### src/rtl/quat_cu_pkg.sv
package quat_cu_pkg;

  typedef enum logic [1:0] {
    CU_PAR_MASTER     = 2'b00,
    CU_PAR_SLAVE      = 2'b01,
    CU_SER_MAG_FIRST  = 2'b10,
    CU_SER_SIGN_FIRST = 2'b11
  } cu_mode_e;

endpackage

### src/rtl/quat_cu_timing.sv
// Divide counter: a bit-period counter plus a symbol-half flag.
// All strobes describe the state the counter enters at the coming edge.
module quat_cu_timing #(
  parameter int BIT_DIV = 4
) (
  input  logic clk,
  input  logic rst,
  output logic sym_start_o,
  output logic sym_mid_o,
  output logic bit_fall_o,
  output logic half_o,
  output logic bclk_nxt_o
);
  localparam int CW       = (BIT_DIV > 1) ? $clog2(BIT_DIV) : 1;
  localparam int HALF_BIT = BIT_DIV / 2;

  logic [CW-1:0] bp_q, bp_n;
  logic          sh_q, sh_n;

  always_comb begin
    if (bp_q == CW'(BIT_DIV - 1)) begin
      bp_n = '0;
      sh_n = ~sh_q;
    end else begin
      bp_n = bp_q + CW'(1);
      sh_n = sh_q;
    end
  end

  always_ff @(posedge clk) begin
    if (rst) begin
      bp_q <= '0;
      sh_q <= 1'b0;
    end else begin
      bp_q <= bp_n;
      sh_q <= sh_n;
    end
  end

  assign sym_start_o = (bp_n == '0) & ~sh_n;
  assign sym_mid_o   = (bp_n == '0) &  sh_n;
  assign bit_fall_o  = (bp_n == CW'(HALF_BIT));
  assign half_o      = sh_n;
  assign bclk_nxt_o  = (bp_n < CW'(HALF_BIT));

endmodule

### src/rtl/quat_cu_edge_sync.sv
// Two-flop synchronizer plus one history flop; reports the chosen edge.
module quat_cu_edge_sync (
  input  logic clk,
  input  logic rst,
  input  logic async_i,
  input  logic fall_sel_i,
  output logic edge_o
);
  logic [2:0] sync_q;

  always_ff @(posedge clk) begin
    if (rst) sync_q <= '0;
    else     sync_q <= {sync_q[1:0], async_i};
  end

  assign edge_o = fall_sel_i ? (~sync_q[1] &  sync_q[2])
                             : ( sync_q[1] & ~sync_q[2]);

endmodule

### src/rtl/quat_cu_rx.sv
module quat_cu_rx
  import quat_cu_pkg::*;
(
  input  logic       clk,
  input  logic       rst,
  input  cu_mode_e   mode_i,
  input  logic       sym_start_i,
  input  logic       sym_mid_i,
  input  logic       bclk_nxt_i,
  input  logic       slave_edge_i,
  input  logic [1:0] line_sym_i,
  output logic [1:0] rq_o
);
  logic [1:0] hold_q;
  logic       sign_first;

  assign sign_first = (mode_i == CU_SER_SIGN_FIRST);

  always_ff @(posedge clk) begin
    if (rst) begin
      rq_o   <= '0;
      hold_q <= '0;
    end else begin
      case (mode_i)
        CU_PAR_MASTER: if (sym_start_i)  rq_o <= line_sym_i;
        CU_PAR_SLAVE:  if (slave_edge_i) rq_o <= line_sym_i;
        default: begin
          rq_o[0] <= bclk_nxt_i;
          if (sym_start_i) begin
            hold_q  <= line_sym_i;
            rq_o[1] <= sign_first ? line_sym_i[1] : line_sym_i[0];
          end else if (sym_mid_i) begin
            rq_o[1] <= sign_first ? hold_q[0] : hold_q[1];
          end
        end
      endcase
    end
  end

endmodule

### src/rtl/quat_cu_tx.sv
module quat_cu_tx
  import quat_cu_pkg::*;
(
  input  logic       clk,
  input  logic       rst,
  input  cu_mode_e   mode_i,
  input  logic       sym_mid_i,
  input  logic       bit_fall_i,
  input  logic       half_i,
  input  logic       slave_edge_i,
  input  logic [1:0] tq_i,
  output logic [1:0] sym_o,
  output logic       vld_o
);
  logic first_q;
  logic sign_first;

  assign sign_first = (mode_i == CU_SER_SIGN_FIRST);

  always_ff @(posedge clk) begin
    if (rst) begin
      sym_o   <= '0;
      vld_o   <= 1'b0;
      first_q <= 1'b0;
    end else begin
      vld_o <= 1'b0;
      case (mode_i)
        CU_PAR_MASTER: if (sym_mid_i) begin
          sym_o <= tq_i;
          vld_o <= 1'b1;
        end
        CU_PAR_SLAVE: if (slave_edge_i) begin
          sym_o <= tq_i;
          vld_o <= 1'b1;
        end
        default: begin
          if (bit_fall_i && !half_i) begin
            first_q <= tq_i[1];
          end else if (bit_fall_i && half_i) begin
            sym_o <= sign_first ? {first_q, tq_i[1]} : {tq_i[1], first_q};
            vld_o <= 1'b1;
          end
        end
      endcase
    end
  end

endmodule

### src/rtl/quat_cu_port.sv
module quat_cu_port
  import quat_cu_pkg::*;
#(
  parameter int BIT_DIV = 4
) (
  input  logic       clk,
  input  logic       rst,
  input  logic [1:0] mode_i,
  input  logic       rx_fall_sel_i,
  input  logic       tx_fall_sel_i,
  input  logic       rx_baud_i,
  input  logic       tx_baud_i,
  input  logic [1:0] line_rx_sym_i,
  output logic [1:0] line_tx_sym_o,
  output logic       line_tx_vld_o,
  input  logic [1:0] cu_tq_i,
  output logic [1:0] cu_rq_o,
  output logic       qclk_o
);
  logic     sym_start, sym_mid, bit_fall, half, bclk_nxt;
  logic     rx_edge, tx_edge;
  cu_mode_e mode_q, mode_eff;

  quat_cu_timing #(.BIT_DIV(BIT_DIV)) u_timing (
    .clk(clk), .rst(rst),
    .sym_start_o(sym_start), .sym_mid_o(sym_mid), .bit_fall_o(bit_fall),
    .half_o(half), .bclk_nxt_o(bclk_nxt)
  );

  quat_cu_edge_sync u_rx_sync (
    .clk(clk), .rst(rst), .async_i(rx_baud_i),
    .fall_sel_i(rx_fall_sel_i), .edge_o(rx_edge)
  );

  quat_cu_edge_sync u_tx_sync (
    .clk(clk), .rst(rst), .async_i(tx_baud_i),
    .fall_sel_i(tx_fall_sel_i), .edge_o(tx_edge)
  );

  // mode is only re-read as a new symbol begins
  assign mode_eff = sym_start ? cu_mode_e'(mode_i) : mode_q;

  always_ff @(posedge clk) begin
    if (rst) begin
      mode_q <= CU_PAR_MASTER;
      qclk_o <= 1'b1;
    end else begin
      mode_q <= mode_eff;
      qclk_o <= ~half;
    end
  end

  quat_cu_rx u_rx (
    .clk(clk), .rst(rst), .mode_i(mode_eff),
    .sym_start_i(sym_start), .sym_mid_i(sym_mid), .bclk_nxt_i(bclk_nxt),
    .slave_edge_i(rx_edge), .line_sym_i(line_rx_sym_i), .rq_o(cu_rq_o)
  );

  quat_cu_tx u_tx (
    .clk(clk), .rst(rst), .mode_i(mode_eff),
    .sym_mid_i(sym_mid), .bit_fall_i(bit_fall), .half_i(half),
    .slave_edge_i(tx_edge), .tq_i(cu_tq_i),
    .sym_o(line_tx_sym_o), .vld_o(line_tx_vld_o)
  );

endmodule

### config.mk
export PLATFORM = sky130hd
export DESIGN_NAME = quat_cu_port
export DESIGN_NICKNAME = d
export VERILOG_FILES = /design/src/rtl/quat_cu_pkg.sv /design/src/rtl/quat_cu_timing.sv /design/src/rtl/quat_cu_edge_sync.sv /design/src/rtl/quat_cu_rx.sv /design/src/rtl/quat_cu_tx.sv /design/src/rtl/quat_cu_port.sv
export SDC_FILE = /design/constraint.sdc
export NUM_CORES = 1
export LEC_CHECK = 0
export BUFFER_PORTS_ARGS = -buffer_cell sky130_fd_sc_hd__buf_2
export CAP_MARGIN = 20
export CORE_AREA = 2 2 49 51
export CTS_CLUSTER_DIAMETER = 100
export CTS_CLUSTER_SIZE = 30
export DETAILED_ROUTE_END_ITERATION = 12
export DIE_AREA = 0 0 51 53
export PLACE_DENSITY = 0.78
export SKIP_CTS_REPAIR_TIMING = 1
export SYNTH_ARGS = -nofsm -noshare
export SYNTH_HDL_FRONTEND = slang
export SYNTH_SLANG_ARGS = --single-unit
### constraint.sdc
create_clock -name clk -period 1.7 [get_ports clk]
set_input_delay 0.255 -clock clk [delete_from_list [all_inputs] [get_ports clk]]
set_output_delay 0.255 -clock clk [all_outputs]
set_load 0.01 [all_outputs]
==> qor.yml <==
outcome:
  status: "finished, violations left"
  violations: "negative setup slack"
routing:
  firstDrtPassIters: 4
  wl_per_cell_um: 14.4
  drc: 0
  routed_wl_um: 2270
  drt_iter0_drc: 30
  drtAntennaViolNets: 0
  vias: 863
  via_per_inst: 5.46
place:
  gp_congestion: 0.840
  post-place-cells: 154
  dp_hpwl_um: 1590
  portBuffers: 17
cells_and_area:
  fin_nets: 146
  fin_cells: 158
  areaGrowthSynthToFinish_pct: 31.9
  final_layout_size_suffix_gt1_share_pct: 38.5
  multiInputGateArea_um2: 573
  fill_cells: 194
  n_antenna_cell: 0
  register_area_um2: 405
  post-route-util_pct: 58.1
logic_synthesis:
  syn_area_per_cell_um2: 9.27
  synth_flop_cell: "dfxtp_1"
  yosysTopAreaCellShare_pct: 42.3
  synth_cells: 102
  yosys-top-cells-area: "dfxtp_1 (42%), ha_1 (4.0%), nor2b_1 (4.0%)"
  synth_enable_flop_cells: 0
  synth.distinct_cells: 38
  syn_area_um2: 946
  yosysTopAreaCell: "dfxtp_1"
  ys_top_cells_by_count: "dfxtp_1 (20), nor2_1 (9), inv_1 (7), nor2b_1 (6)"
  ys_ff_latch: 20
  synth.most_common_cell: "dfxtp_1"
  synth_warnings: 0
  synth-seq-area-share_pct: 42.3
  async_reset_ff_share_pct: 0
  synth_fp_nets: 117
run:
  drv_cap: 0
floorplan:
  placementRows: 17
  die_h_um: 53
  initial_core_util_pct: 44.0
  io_pins: 18
  design.core.area_um2: 2150
  die-area_um2: 2700
  dieWidth_um: 51
global_routing:
  antenna_found_initial: 0
  grt_pass1_vias: 812
  grt_usage_pct: 18.0
  grt_max_degree: 19
  overflow: 0
  grt_pass1_wl_um: 3590
clock_network:
  clock-root-buffer: "clkbuf_4"
  clock_sinks: 20
  path_clk_slew_ps: 110
  cts_buffers: 3
  h-tree-depth: 1
  clk-insertion-delay-late_ps: 300
  cts_tree: "done"
  cts.path.max_buffers: 2
timing:
  tightest_slew_ps: 322
  setup_violations: 3
  grt_setup_unrepaired: "true"
  slew_violations: 0
  period_needed_ps: 1760
  finalHoldViolCount: 0
  max_freq_mhz: 568
  setup_tns_ps: -68.3
  skew_ps: 2.87
  setup_slack_ps: -60.6
  relSlewSlack_pct: 78.3
  period_share_pct: 104
power_and_ir_drop:
  leakage_nw: 0.517
  irDropWorstVdd_uv: 541
  p_per_area_nw_per_um2: 786
  power_mw: 0.981
critical_path:
  endpoint_kind: "flip-flop"
  cp_data_required_time_ps: 1900
  critPathArrivalTime_ps: 1960
  critPathKind: "reg2reg"
  critPathMaxFanout: 8
  cp-start-kind: "flip-flop"
hold_path:
  hold_path.class: "in2reg"
report_power, final:
part           leakage (nW)  switching (mW)  internal, mW
Sequential            0.164          0.0232         0.493
Combinational         0.333          0.0956        0.0936
Clock                0.0210           0.145         0.130
Total                 0.517           0.264         0.717
kinds of logic after synthesis:
family	Yosys count	share of synthesized area [%]
xor gates and xnor gates	2	2.65
adders and majority gates	3	3.97
AOI/OAI and AO/OA	29	21.8
DFF	20	42.3
and+or+nand+nor	33	19.2
buffers and inverters	11	5.69
muxes	4	4.37
layer usage:
layer	part of all wire (%)	vias up	routed length (µm)	global-route usage (%)
met4	3.5	0	80	11.3
met2	51	38	1170	28.6
met1	39	397	875	21.8
met5	0	-	0	0
li1	-	420	-	-
met3	6.3	8	144	4.24
cells in the final DEF (no fill, tap or decap), types with 2 or more instances in the layout:
| master | n |
|---|---|
| a21oi_1 | 4 |
| nor2_1 | 9 |
| ha_4 | 2 |
| o31ai_1 | 3 |
| nor2b_1 | 6 |
| nand3b_1 | 2 |
| a221oi_2 | 2 |
| o21ai_1 | 2 |
| inv_1 | 7 |
| buf_2 | 17 |
| o21a_1 | 2 |
| mux2i_1 | 3 |
| o22ai_1 | 2 |
| a211o_1 | 2 |
| nand2_1 | 4 |
| buf_4 | 10 |
| clkbuf_4 | 3 |
| o21ai_0 | 3 |
| dfxtp_1 | 18 |
| nor3_1 | 2 |
| o211ai_1 | 2 |
area by class of cell:
class,count,area share [%]
Tap cell,28,2.81
Sequential cell,20,32.5
Multi-Input combinational cell,71,45.9
Inverter,7,2.11
Clock buffer,4,2.91
Timing Repair Buffer,28,13.7
stage by stage:
| stage | cell area, µm² | setup slack [ps] | hold WS, ps |
|---|---|---|---|
| final | 1250 | -60.6 | 161 |
| after global routing | 1250 | -123 | 145 |
| after CTS | 1160 | -116 | 150 |
| after detailed placement | 1120 | -105 | 424 |
| after global placement | 1120 | -37.6 | 424 |
| after floorplan | 948 | 0.0695 | 383 |
flip-flops by register name (all words and copies together) (netlist names):
name and flops:
u_rx.hold_q 2, u_tx.vld_o 1, u_timing.sh_q 1, u_rx_sync.sync_q 3, u_tx.sym_o 2, u_rx.rq_o 2, u_tx.first_q 1, mode_q 2
u_tx_sync.sync_q 3, qclk_o 1, u_timing.bp_q 2
final timing paths:
kind	depth (start not counted)	from	slack, ps	endpoint
max	8	u_timing.bp_q[0]	-60	u_tx.sym_o[1]
min	2	tx_baud_i	160	u_tx_sync.sync_q[0]
min reg2reg	1	u_tx_sync.sync_q[0]	450	u_tx_sync.sync_q[1]
max reg2reg	8	u_timing.bp_q[0]	-60	u_tx.sym_o[1]
worst max-delay path, stage by stage, from the launching register on:
cell and delay (ps):
dfxtp_4 380, ha_4 200, xnor2_4 310, buf_6 150
a211oi_2 30, a221oi_2 230, buf_4 190, a21oi_1 60
o21a_1 120
Note: power is estimated with default switching activity, not from simulation.
